<file path="src/rtl/psram_ctrl_pkg.sv">
package psram_ctrl_pkg;
  typedef enum logic [3:0] {
    ST_PWRUP, ST_DUMMY_LO, ST_DUMMY_HI, ST_IDLE, ST_ACCESS,
    ST_PRECH, ST_REFRESH, ST_RGUARD, ST_SELF, ST_EXIT
  } psr_state_e;

  function automatic int max_int(input int a, input int b);
    return (a > b) ? a : b;
  endfunction
endpackage

</file>
<file path="src/rtl/psram_rfsh_timer.sv">
module psram_rfsh_timer #(
  parameter int INTERVAL = 40
) (
  input  logic clk_i,
  input  logic rst_ni,
  input  logic hold_i,
  input  logic done_i,
  output logic pend_o
);
  localparam int CW = $clog2(INTERVAL);
  localparam logic [CW-1:0] LAST = CW'(INTERVAL - 1);

  logic [CW-1:0] cnt;

  always_ff @(posedge clk_i or negedge rst_ni) begin
    if (!rst_ni) begin
      cnt    <= '0;
      pend_o <= 1'b0;
    end else if (hold_i || done_i) begin
      cnt    <= '0;
      pend_o <= 1'b0;
    end else if (!pend_o) begin
      if (cnt == LAST) begin
        cnt    <= '0;
        pend_o <= 1'b1;
      end else begin
        cnt <= cnt + 1'b1;
      end
    end
  end
endmodule

</file>
<file path="src/rtl/psram_ctrl.sv">
module psram_ctrl
  import psram_ctrl_pkg::*;
#(
  parameter int ADDR_W        = 8,
  parameter int DATA_W        = 8,
  parameter int PWRUP_CYC     = 50,
  parameter int DUMMY_CNT     = 8,
  parameter int CE_MIN        = 3,
  parameter int HOLD_CYC      = 2,
  parameter int RFSH_MIN      = 2,
  parameter int RFS_CYC       = 5,
  parameter int SELF_ENTRY    = 6,
  parameter int RFSH_INTERVAL = 40
) (
  input  logic              clk_i,
  input  logic              rst_ni,
  input  logic              req_valid_i,
  output logic              req_ready_o,
  input  logic [ADDR_W-1:0] req_addr_i,
  input  logic              req_we_i,
  input  logic [DATA_W-1:0] req_wdata_i,
  output logic              rd_valid_o,
  output logic [DATA_W-1:0] rd_data_o,
  input  logic              sleep_i,
  output logic              chip_en_no,
  output logic              out_ref_no,
  output logic              wr_en_no,
  output logic [ADDR_W-1:0] mem_addr_o,
  output logic [DATA_W-1:0] dq_o,
  output logic              dq_oe_o,
  input  logic [DATA_W-1:0] dq_i
);
  localparam int CNT_MAX = max_int(max_int(PWRUP_CYC, CE_MIN),
                                   max_int(max_int(HOLD_CYC, RFSH_MIN), max_int(RFS_CYC, SELF_ENTRY)));
  localparam int CNT_W = $clog2(CNT_MAX + 1);
  localparam int DUM_W = $clog2(DUMMY_CNT + 1);
  localparam logic [CNT_W-1:0] PWR_LAST  = CNT_W'(PWRUP_CYC - 1);
  localparam logic [CNT_W-1:0] CE_LAST   = CNT_W'(CE_MIN - 1);
  localparam logic [CNT_W-1:0] HOLD_LAST = CNT_W'(HOLD_CYC - 1);
  localparam logic [CNT_W-1:0] RF_LAST   = CNT_W'(RFSH_MIN - 1);
  localparam logic [CNT_W-1:0] RFS_LAST  = CNT_W'(RFS_CYC - 1);
  localparam logic [CNT_W-1:0] SELF_SAT  = CNT_W'(SELF_ENTRY);
  localparam logic [DUM_W-1:0] DUM_LAST  = DUM_W'(DUMMY_CNT - 1);

  psr_state_e       st;
  logic [CNT_W-1:0] cnt;
  logic [DUM_W-1:0] dcnt;
  logic             acc_rd;
  logic             rfsh_pend;
  logic             rfsh_done;
  logic             rfsh_hold;

  assign rfsh_done   = (st == ST_REFRESH) && (cnt == RF_LAST);
  assign rfsh_hold   = (st == ST_SELF) || (st == ST_EXIT);
  assign req_ready_o = (st == ST_IDLE) && !rfsh_pend && !sleep_i;

  psram_rfsh_timer #(.INTERVAL(RFSH_INTERVAL)) u_timer (
    .clk_i  (clk_i),
    .rst_ni (rst_ni),
    .hold_i (rfsh_hold),
    .done_i (rfsh_done),
    .pend_o (rfsh_pend)
  );

  always_ff @(posedge clk_i or negedge rst_ni) begin
    if (!rst_ni) begin
      st         <= ST_PWRUP;
      cnt        <= '0;
      dcnt       <= '0;
      acc_rd     <= 1'b0;
      chip_en_no <= 1'b1;
      out_ref_no <= 1'b1;
      wr_en_no   <= 1'b1;
      dq_oe_o    <= 1'b0;
      dq_o       <= '0;
      mem_addr_o <= '0;
      rd_valid_o <= 1'b0;
      rd_data_o  <= '0;
    end else begin
      rd_valid_o <= 1'b0;
      cnt        <= cnt + 1'b1;
      unique case (st)
        ST_PWRUP: if (cnt == PWR_LAST) begin
          st <= ST_DUMMY_LO; cnt <= '0; chip_en_no <= 1'b0;
        end
        ST_DUMMY_LO: if (cnt == CE_LAST) begin
          st <= ST_DUMMY_HI; cnt <= '0; chip_en_no <= 1'b1;
        end
        ST_DUMMY_HI: if (cnt == HOLD_LAST) begin
          cnt <= '0;
          if (dcnt == DUM_LAST) st <= ST_IDLE;
          else begin
            dcnt <= dcnt + 1'b1; st <= ST_DUMMY_LO; chip_en_no <= 1'b0;
          end
        end
        ST_IDLE: begin
          cnt <= '0;
          // refresh beats sleep, sleep beats host traffic
          if (rfsh_pend) begin
            st <= ST_REFRESH; out_ref_no <= 1'b0;
          end else if (sleep_i) begin
            st <= ST_SELF; out_ref_no <= 1'b0;
          end else if (req_valid_i) begin
            st         <= ST_ACCESS;
            chip_en_no <= 1'b0;
            wr_en_no   <= ~req_we_i;
            out_ref_no <= req_we_i;
            dq_oe_o    <= req_we_i;
            dq_o       <= req_wdata_i;
            mem_addr_o <= req_addr_i;
            acc_rd     <= ~req_we_i;
          end
        end
        ST_ACCESS: if (cnt == CE_LAST) begin
          st <= ST_PRECH; cnt <= '0;
          chip_en_no <= 1'b1; wr_en_no <= 1'b1; out_ref_no <= 1'b1; dq_oe_o <= 1'b0;
          if (acc_rd) begin
            rd_valid_o <= 1'b1; rd_data_o <= dq_i;
          end
        end
        ST_PRECH, ST_RGUARD: if (cnt == HOLD_LAST) begin
          st <= ST_IDLE; cnt <= '0;
        end
        ST_REFRESH: if (cnt == RF_LAST) begin
          st <= ST_RGUARD; cnt <= '0; out_ref_no <= 1'b1;
        end
        ST_SELF: begin
          if (cnt == SELF_SAT) cnt <= cnt;
          if (!sleep_i && cnt == SELF_SAT) begin
            st <= ST_EXIT; cnt <= '0; out_ref_no <= 1'b1;
          end
        end
        ST_EXIT: if (cnt == RFS_LAST) begin
          st <= ST_IDLE; cnt <= '0;
        end
        default: st <= ST_IDLE;
      endcase
    end
  end
endmodule

</file>
<file path="config.mk">
export PLATFORM = sky130hd
export DESIGN_NAME = psram_ctrl
export DESIGN_NICKNAME = d
export VERILOG_FILES = /design/src/rtl/psram_ctrl_pkg.sv /design/src/rtl/psram_rfsh_timer.sv /design/src/rtl/psram_ctrl.sv
export SDC_FILE = /design/constraint.sdc
export NUM_CORES = 1
export LEC_CHECK = 0
export BUFFER_PORTS_ARGS = -buffer_cell sky130_fd_sc_hd__buf_2
export CORE_MARGIN = 2
export CORE_UTILIZATION = 57
export DETAILED_ROUTE_END_ITERATION = 10
export PLACE_DENSITY = 0.84
export SLEW_MARGIN = 20
export SYNTH_ARGS = -nofsm -noshare
export SYNTH_HDL_FRONTEND = slang
export SYNTH_SLANG_ARGS = --single-unit
</file>
<file path="constraint.sdc">
create_clock -name clk_i -period 7.9 [get_ports clk_i]
set_clock_uncertainty 0.15 [all_clocks]
set_input_delay 1.185 -clock clk_i [delete_from_list [all_inputs] [get_ports clk_i]]
set_output_delay 1.185 -clock clk_i [all_outputs]
set_load 0.02 [all_outputs]
</file>
Word-level counts from Yosys, hierarchy flattened:

Cells that the tools add are included.

* add/sub/neg operators: 3
* $mul: 0
* divide/modulo/power cells: 0
* order comparisons: 0
* equal/unequal tests: 32
* shift operators: 0
* multiplexer cells: 51
* bitwise gates (word level): 4
* reduce and logical (&&, ||, !) cells: 22

Operators by type and width (number)
* 2-to-1 mux 6 bit: 9
* 2-to-1 mux 4 bit: 11
* one-hot mux 4 bit (9 select lines): 1
* one-hot mux 6 bit (6 select lines): 1
* 2-to-1 mux 1 bit: 24
* == test 4 x 3 -> 1 bit, second input constant: 5
* inequality test 2 bit, second input constant: 10
* adder 6 x 1 -> 6 bit, second input constant: 2
* == test 6 x 3 -> 1 bit, second input constant: 2
* == test 6 bit, second input constant: 2
* AND reduction 5 bit: 2
* AND reduction 9 bit: 1
* == test 4 x 2 -> 1 bit, second input constant: 2
* == test 4 bit, second input constant: 2
* inequality test 2 x 1 -> 1 bit, second input constant: 4
* one-hot mux 1 bit (4 select lines): 2
* AND reduction 8 bit: 1
* nonzero test 4 bit: 2
* == test 6 x 1 -> 1 bit, second input constant: 1
* == test 6 x 2 -> 1 bit, second input constant: 1
* AND reduction 3 bit: 2
* adder 4 x 1 -> 4 bit, second input constant: 1
* == test 4 x 1 -> 1 bit, second input constant: 1
* logical AND 1 bit: 4
* other kinds (12): 19

* register bits after elaboration: 51
* bits in latches: 0
* memory bits (writable): 0
* memory bits (read-only): 0
* output and inout bits: 30
* logic and storage cells: 126
* memories kept: 0

Logic depth before layout (Yosys ltp):

Gate-level depths: netlist of run 1.

* word-level depth: 5
* mapped depth: 8

Cells and area by module:

Synthesis of run 1 repeated with hierarchy kept, for this count alone.

* cells, all modules: 246
* area, all modules: 2509.9 µm²

By module, submodules not included
* psram_ctrl: times used 1, cells an instance 211, area an instance 2158.3 µm², seq. area each 1104.8 µm²
* psram_rfsh_timer: times used 1, cells an instance 35, area an instance 351.6 µm², seq. area each 175.2 µm²

Least setup slack after synthesis of run 1:

Ideal clock, no wire load.

* kind: input to output
* from: in sleep_i
* to: out req_ready_o
* data arrival time: 1.773 ns
* required time: 6.565 ns
* setup slack: 4.792 ns
* stages on the path: 1
* buffers on the path: 0
* cells stage by stage: nor3_1

* word-level cells in the longest chain between the ends: 2

Ends and longest elaborated chain
* from (decl): RTL line psram_ctrl.sv:24 `input logic sleep_i,`
* logical NOT 1 bit: RTL line psram_ctrl.sv:55 `assign req_ready_o = (st == ST_IDLE) && !rfsh_pend && !sleep_i;`
* logical AND 1 bit: RTL line psram_ctrl.sv:55
* to (decl): RTL line psram_ctrl.sv:18 `output logic req_ready_o,`

Every way passes these cells.

Worst setup path after layout of run 1:

* from: reg st[2]
* to: out req_ready_o

* word-level cells in the longest chain between the ends: 3

Ends and longest elaborated chain
* from (decl): RTL line psram_ctrl.sv:45 `psr_state_e st;`
* from (signal assigned): RTL line psram_ctrl.sv:67 `st <= ST_PWRUP;`
* from (signal assigned): RTL line psram_ctrl.sv:84 `st <= ST_DUMMY_LO; cnt <= '0; chip_en_no <= 1'b0;`
* from (signal assigned): RTL line psram_ctrl.sv:87 `st <= ST_DUMMY_HI; cnt <= '0; chip_en_no <= 1'b1;`
* == test 4 x 2 -> 1 bit: RTL line psram_ctrl.sv:55
* logical AND 1 bit (2 in series): RTL line psram_ctrl.sv:55

Every way passes these cells.

==> results of run 1 <==
## metal layers
metal | vias to the layer above | share of wire (%) | global-route usage (%)
met1 | 931 | 41 | 28.56
met3 | 20 | 5.9 | 6.494
li1 | 919 | - | -
met5 | - | 0 | 0
met2 | 64 | 50 | 40.78
met4 | 0 | 3.1 | 10.04
## worst max path at each step
stage | start | end | cells after the start
finish | st[2]$_DFFE_PN0P_ | req_ready_o | 3
global route | st[2]$_DFFE_PN0P_ | req_ready_o | 3
CTS | st[2]$_DFFE_PN0P_ | req_ready_o | 3
detailed placement | sleep_i | cnt[0]$_DFFE_PN0P_ | 5
global placement | sleep_i | req_ready_o | 3
floorplan | sleep_i | req_ready_o | 1
## Yosys cell counts, types with 4 or more instances
| cell type | n |
|---|---|
| a21oi_1 | 10 |
| clkbuf_1 | 7 |
| dfrtp_1 | 48 |
| ha_1 | 6 |
| inv_1 | 11 |
| mux2_2 | 26 |
| mux2i_1 | 5 |
| nand2_1 | 10 |
| nand3_1 | 8 |
| nor2_1 | 23 |
| nor3_1 | 7 |
| nor4_1 | 4 |
| o21ai_0 | 5 |
| xnor2_1 | 4 |
| xor2_1 | 5 |
## cell usage in the layout, fill, tap and decap left out, types with 2 or more instances in the layout
| master | netlist | layout |
|---|---|---|
| a211oi_1 | 3 | 3 |
| a21o_1 | 2 | 2 |
| a21oi_1 | 10 | 10 |
| and3_1 | 2 | 2 |
| buf_2 | 2 | 58 |
| buf_4 | 0 | 2 |
| clkbuf_8 | 0 | 5 |
| dfrtp_1 | 48 | 48 |
| dfstp_2 | 3 | 3 |
| ha_1 | 6 | 6 |
| inv_1 | 11 | 11 |
| mux2_2 | 26 | 26 |
| mux2_4 | 2 | 2 |
| mux2i_1 | 5 | 5 |
| nand2_1 | 10 | 10 |
| nand2b_1 | 3 | 3 |
| nand3_1 | 8 | 8 |
| nor2_1 | 23 | 23 |
| nor2b_1 | 2 | 2 |
| nor3_1 | 7 | 7 |
| nor4_1 | 4 | 3 |
| o21ai_0 | 5 | 5 |
| o22ai_1 | 2 | 2 |
| o31ai_1 | 2 | 2 |
| or2_2 | 3 | 3 |
| xnor2_1 | 4 | 4 |
| xor2_1 | 5 | 5 |
## registers in the layout, summed over array words and instances (netlist names), 4 cells and up
signal and cells:
cnt 6, dcnt 4, dq_o 8, mem_addr_o 8, rd_data_o 8, st 4, u_timer.cnt 6
## cell type report
cell class,count,area [µm²],share of cell area [%]
Clock inverter,2,37.54,1.271
Sequential cell,51,1280,43.35
Multi-Input combinational cell,157,1155,39.11
Timing Repair Buffer,60,305.3,10.34
Clock buffer,5,68.82,2.331
Inverter,11,41.29,1.398
Tap cell,52,65.06,2.203
## power by group
group	internal (W)	switching, W
Combinational	0.000243	0.000309
Sequential	0.000377	0.000103
Clock	0.0000927	0.0000864
## per-stage QoR
step                      std cells  total power, W  hold WS [ps]
final                           338        0.001210         328.4
after global routing            338        0.001299         338.1
after CTS                       338        0.001215         331.1
after detailed placement        331        0.001033         314.1
after global placement          331        0.001005         306.9
after floorplan                 229       0.0008708         288.3
## kinds of logic after synthesis
| kind of cell | Yosys count | share of synthesized area, % |
|---|---|---|
| buffers and inverters | 21 | 3.240 |
| muxes | 33 | 14.86 |
| adders and majority gates | 6 | 2.991 |
| DFF | 51 | 51.00 |
| AOI/OAI and AO/OA | 35 | 9.422 |
| xor gates and xnor gates | 9 | 3.140 |
| and+or+nand+nor | 74 | 15.35 |
## worst max-delay path: stages, from the launching register on
cell and delay (ps):
dfrtp_1 560, or2_2 470, nor3_1 270, buf_2 230
==> impl_metrics.yaml, run 1 <==
global_routing:
  antenna_found_initial: 0
  overflow: 0
  grt_pass1_vias: 1991
  track_usage_pct: 23.99
  grt_start_max_net_pins: 52
  grt_pass1_wl_um: 9280
sta:
  fin_ws_ps: 4734
  min_period_ps: 3166
  hold_violations: 0
  timing.fmax_mhz: 315.8
  worstMarginPinSlew_ps: 762.9
  setup_violations: 0
  relSlewSlack_pct: 48.71
  min_period_over_period_pct: 40.08
  fin_setup_tns_ps: 0
  rsz0062_at_grt: "no"
  finalMaxSlewViolations: 0
finish:
  antenna_cells: 0
  fin_nets: 321
  drive_gt1_share_pct: 37.06
  syn_to_final_growth_pct: 17.65
  fill_cells: 341
  utilization_pct: 68.76
  fin_area_um2: 2953
hold_path:
  min_to: "dcnt[3]$_DFFE_PN0P_"
  holdPathStages: 1
  min-delay-start: "dcnt[3]$_DFFE_PN0P_"
  worst_hold_path_type: "reg2reg"
cts:
  post_cts_buffers: 0
  clk_pin_slew_ps: 90
  cts_made_buffers: 5
  cts_buffer_depth: 2
  cts_tree: "built"
  clock_latency_ps: 300
  cts_hold_buf: 0
  htreeDepth: 2
  cts.sinks: 51
  cts-root-buf: "clkbuf_8"
  ctsResizeCount: 0
logic_synthesis:
  yosysWarnings: 0
  syn_nets: 264
  synth_edf_count: 0
  syn_area_um2: 2510
  synth_ff_type: "dfrtp_1"
  ys_ff_latch: 51
  synth_area_per_cell_um2: 10.96
  yosys.area.top_type: "dfrtp_1"
  synthDistinctLibCells: 50
  synth_cells: 229
  async_reset_ff_share_pct: 100.0
  yosys.area.top_type_share_pct: 47.86
  synth-seq-area-share_pct: 51.00
  synthTopCellsByArea: "dfrtp_1 (48%), mux2_2 (12%), nor2_1 (3.4%)"
critical_path:
  end_kind: "output pin"
  required_ps: 6570
  cp-start-kind: "flip-flop"
  path_class: "reg2out"
  cp.arrival_ps: 1830
  r2r_cells: 7
  r2r_slack_ps: 5040
  rr_endpoint: "st[3]$_DFFE_PN0P_"
  crit-reg2reg-launch: "cnt[1]$_DFFE_PN0P_"
  path_max_fanout: 15
drt:
  postRouteAntennaNets: 0
  firstDrtPassIters: 4
  wl_per_cell_um: 16.07
  drc: 0
  wl_um: 5430
  dr_total_vias: 1934
  vias_per_cell: 5.722
  drtIter0Drc: 258
floorplanning:
  rows: 24
  start_util_pct: 58.45
  core_region_area_um2: 4294
  io_pins: 59
  die_x_um: 70.36
  dieHeight_um: 70.36
  die-area_um2: 4950
run_status:
  status: "complete, no violations"
job:
  max_cap_violations: 0
place:
  gp_congestion: 0.9326
  io_buffers: 58
  placed_area_um2: 2846
  dp_hpwl_um: 3908
  dpl_worst_slack_ps: 4716
power_and_ir_drop:
  cellPowerDensity_nw_per_um2: 409.8
  peakVddDrop_v: 0.0002660
  leakage_nw: 1.406
No activity file was read; power rests on OpenSTA's default activity.
==> run 2: changes to the inputs <==
- CORE_UTILIZATION: 57 -> 48
- PLACE_DENSITY: 0.84 -> 0.75
- clock period: 7.9 -> 2.55 ns (I/O delays scaled with it)
==> impl_metrics.yaml, run 2 (synthesis gave the netlist of run 1 again) <==
run_status:
  status: "complete, no violations"
sta:
  relSlewSlack_pct: 59.19
  timing.fmax_mhz: 405.5
  finalMaxSlewViolations: 0
  setup_violations: 0
  worstMarginPinSlew_ps: 612.1
  min_period_over_period_pct: 96.70
  min_period_ps: 2466
  hold_ws_ps: 20.36
  fin_setup_tns_ps: 0
  fin_ws_ps: 84.12
  hold_violations: 0
drt:
  drtIter0Drc: 131
  vias_per_cell: 5.399
  wl_per_cell_um: 14.19
  drc: 0
  wl_um: 5363
  dr_total_vias: 2041
  firstDrtPassIters: 4
  postRouteAntennaNets: 0
global_routing:
  overflow: 0
  antenna_found_initial: 0
  grt_pass1_vias: 2064
  grt_pass1_wl_um: 9239
  track_usage_pct: 19.34
  grt_start_max_net_pins: 52
floorplanning:
  io_pins: 59
  dieHeight_um: 76.31
  core_region_area_um2: 5075
  die-area_um2: 5823
  rows: 26
  die_x_um: 76.31
  start_util_pct: 49.46
critical_path:
  end_kind: "flip-flop"
  path_max_fanout: 5
  cp.arrival_ps: 2510
  cp-start-kind: "flip-flop"
  required_ps: 2590
  path_class: "reg2reg"
hold_path:
  worst_hold_path_type: "in2async"
job:
  max_cap_violations: 0
place:
  dp_cells: 368
  gp_congestion: 0.9778
  dpl_worst_slack_ps: -99.01
  dp_hpwl_um: 3881
  io_buffers: 58
power_and_ir_drop:
  leakage_nw: 1.507
  peakVddDrop_v: 0.0007622
  cellPowerDensity_nw_per_um2: 1249
finish:
  fill_cells: 439
  fin_cells: 378
  final_cell_mix: "buf_2 (58), dfrtp_1 (47), mux2_2 (26)"
  antenna_cells: 0
  largestRegisters: "dq_o (8), mem_addr_o (8), rd_data_o (8)"
  fin_nets: 342
  final_common_cell: "buf_2"
  drive_gt1_share_pct: 43.18
  syn_to_final_growth_pct: 25.32
cts:
  cts_buffer_depth: 2
  cts_hold_buf: 0
  cts_tree: "built"
  clk_pin_slew_ps: 90
  clock_latency_ps: 300
  cts.sinks: 51
  htreeDepth: 2
  cts_made_buffers: 5
  cts-root-buf: "clkbuf_8"
-- run 2: final timing paths --
| check | startpoint | to | slack, ps | cells past startpoint |
|---|---|---|---|---|
| max | cnt[5]$_DFFE_PN0P_ | st[3]$_DFFE_PN0P_ | 80 | 5 |
| min | rst_ni | mem_addr_o[1]$_DFFE_PN0P_ | 20 | 2 |
| max reg2reg | cnt[5]$_DFFE_PN0P_ | st[3]$_DFFE_PN0P_ | 80 | 5 |
| min reg2reg | wr_en_no$_DFFE_PN1P_ | wr_en_no$_DFFE_PN1P_ | 320 | 2 |
| max in group asynchronous | rst_ni | cnt[2]$_DFFE_PN0P_ | 1780 | 2 |
| min in group clk_i | req_we_i | wr_en_no$_DFFE_PN1P_ | 150 | 2 |
-- run 2: where the power goes --
part           switching (W)  total (W)  internal (W)  leakage, nW
sequential          0.000248    0.00142       0.00117        0.623
combinational        0.00107    0.00206      0.000984        0.845
clock               0.000259   0.000454      0.000195       0.0385
total                0.00158    0.00393       0.00235         1.51
-- run 2: stage by stage --
step | total power [W] | area [µm²] | utilization, %
2_1_floorplan | 0.002702 | 2515 | -
3_3_place_gp | 0.003340 | 3017 | 59.44
3_5_place_dp | 0.003392 | 3017 | 59.44
4_1_cts | 0.003883 | 3112 | 61.32
5_1_grt | 0.004220 | 3146 | 61.98
6_report | 0.003929 | 3146 | 61.98
-- run 2: per-layer routing --
metal	vias up	wire length, µm	track usage [%]
met4	0	149	9.455
met3	14	325	4.265
met2	75	2547	30.18
met1	983	2341	25.63
met5	-	0	0
li1	969	-	-
-- run 2: area by class of cell --
class                      instances  area, µm²  area share, %
clock buffer                       7      76.32          2.426
sequential                        51       1281          40.73
multi-input combinational        157       1189          37.79
clock inverter                     1      7.507         0.2387
inverter                          11      41.29          1.313
tap                               70      87.58          2.784
timing repair buffer              81      462.9          14.72
-- run 2: timing repair --
action / in CTS / in global routing
pin swaps: 0 / 1
setup buffers: 0 / 2
gates resized for setup: 3 / 8
endpoints found under the setup margin: 4 / 5
-- run 2: worst max-delay path, cell delays in order, from the launching register on --
cell and delay (ps):
dfrtp_1 450, or3b_1 410, or3_1 360, a22oi_2 150, or4b_4 520, mux2_4 310
==> run 3: changes to the inputs <==
- CORE_UTILIZATION: 48 -> 53
- PLACE_DENSITY: 0.75 -> 0.79
- clock period: 2.55 -> 2.61 ns (I/O delays scaled with it)
==> impl_metrics.yaml, run 3 (synthesis gave the netlist of run 1 again) <==
global_routing:
  grt_start_max_net_pins: 35
  track_usage_pct: 21.33
  grt_pass1_vias: 1879
  antenna_found_initial: 0
  grt_pass1_wl_um: 8825
  overflow: 0
floorplanning:
  die_x_um: 72.82
  rows: 25
  core_region_area_um2: 4629
  die-area_um2: 5302
  dieHeight_um: 72.82
  io_pins: 59
  start_util_pct: 54.22
drt:
  wl_per_cell_um: 14.80
  postRouteAntennaNets: 0
  drtIter0Drc: 108
  firstDrtPassIters: 5
  dr_total_vias: 1999
  vias_per_cell: 5.568
  drc: 0
  wl_um: 5312
cts:
  cts_buffer_depth: 2
  cts.sinks: 51
  clock_latency_ps: 310
  cts_made_buffers: 5
  cts-root-buf: "clkbuf_8"
  cts_tree: "built"
  clk_pin_slew_ps: 100
  htreeDepth: 2
finish:
  final_common_cell: "buf_2"
  syn_to_final_growth_pct: 24.18
  largestRegisters: "dq_o (8), mem_addr_o (8), rd_data_o (8)"
  antenna_cells: 0
  final_cell_mix: "buf_2 (58), dfrtp_1 (48), mux2_2 (26)"
  utilization_pct: 67.32
  drive_gt1_share_pct: 42.30
  fin_nets: 339
critical_path:
  path_max_fanout: 3
  max_stage_delay_ps: 600
  worstPathCellList: "inv_2 -> ha_1 -> or3b_2 -> o21ai_1 -> a21boi_1 -> or4b_4 -> buf_4 -> mux2i_2"
  cpMaxStageDelayCell: "or4b_4"
  path_class: "reg2reg"
  cp-start-kind: "flip-flop"
  critPathBufInv: 2
  cp.arrival_ps: 2610
  required_ps: 2690
  cp_top_family: "simple AND/OR/NAND/NOR gates"
  end_kind: "flip-flop"
power_and_ir_drop:
  peakVddDrop_v: 0.0006378
  total_power_w: 0.003913
  swShare_pct: 39.90
  seqPwrFrac_pct: 35.4
  power.share.clock_pct: 14.3
  p_int_w: 0.002352
  combPwrFrac_pct: 50.3
  switchingPower_w: 0.001561
  cellPowerDensity_nw_per_um2: 1256
  leakage_nw: 1.503
place:
  dpl_worst_slack_ps: 38.35
  io_buffers: 58
  dp_hpwl_um: 3925
  gp_congestion: 0.9730
run_status:
  status: "complete, no violations"
hold_path:
  worst_hold_path_type: "in2reg"
sta:
  fin_ws_ps: 80.38
  timing.fmax_mhz: 395.3
  hold_ws_ps: 137.7
  finalMaxSlewViolations: 0
  min_period_over_period_pct: 96.92
  worstMarginPinSlew_ps: 617.5
  fin_setup_tns_ps: 0
  relSlewSlack_pct: 58.26
  setup_violations: 0
  min_period_ps: 2530
  rsz0062_at_grt: "no"
  hold_violations: 0
job:
  max_cap_violations: 0
==> run 3: worst paths after layout <==
| check | from | cells past startpoint | endpoint | slack, ps |
|---|---|---|---|---|
| min in group asynchronous | rst_ni | 2 | u_timer.cnt[2]$_DFFE_PN0P_ | 390 |
| hold reg to reg | out_ref_no$_DFFE_PN1P_ | 2 | out_ref_no$_DFFE_PN1P_ | 330 |
| setup / recovery | cnt[1]$_DFFE_PN0P_ | 8 | st[0]$_DFFE_PN0P_ | 80 |
| max in group asynchronous | rst_ni | 3 | out_ref_no$_DFFE_PN1P_ | 1120 |
| setup reg to reg | cnt[1]$_DFFE_PN0P_ | 8 | st[0]$_DFFE_PN0P_ | 80 |
| hold / removal | req_we_i | 2 | wr_en_no$_DFFE_PN1P_ | 140 |
==> run 3: power by group through the flow <==
stage / sequential, W / combinational, W / clock [W]
2_1_floorplan: 0.00159 / 0.00104 / 0
3_3_place_gp: 0.00137 / 0.00188 / 0
3_5_place_dp: 0.00139 / 0.00191 / 0
4_1_cts: 0.00138 / 0.00195 / 0.000574
5_1_grt: 0.00143 / 0.00215 / 0.000601
6_report: 0.00139 / 0.00197 / 0.000561
==> run 3: repair_timing <==
item / 4_1_cts / 5_1_grt
hold buffers: 1 / 0
setup endpoints to repair: 1 / 4
endpoints found under the hold margin: 16 / 0
pin swaps: 0 / 1
setup buffers: 0 / 0
resized for setup: 1 / 5
==> run 3: final cells by class <==
type,count,area (µm²)
fillers,363,1513
flip-flops and latches,51,1280
multi-input cells,157,1170
repair buffers,78,442.9
clock buffers,5,68.82
well taps,54,67.56
clock inverters,3,46.29
inverters,11,41.29
==> run 3: stage by stage <==
step,instance area [µm²],instances
2_1_floorplan,2510,229
3_5_place_dp,2977,350
3_3_place_gp,2977,350
4_1_cts,3105,359
6_report,3117,359
5_1_grt,3117,359
==> run 3: metal layers <==
metal	wire length [µm]	part of all wire, %	vias up	track usage, %
met5	0	0	-	0
met4	99	1.9	0	6.584
met3	415	7.8	12	5.801
met2	2527	48	95	33.84
met1	2269	43	931	28.67
li1	-	-	961	-
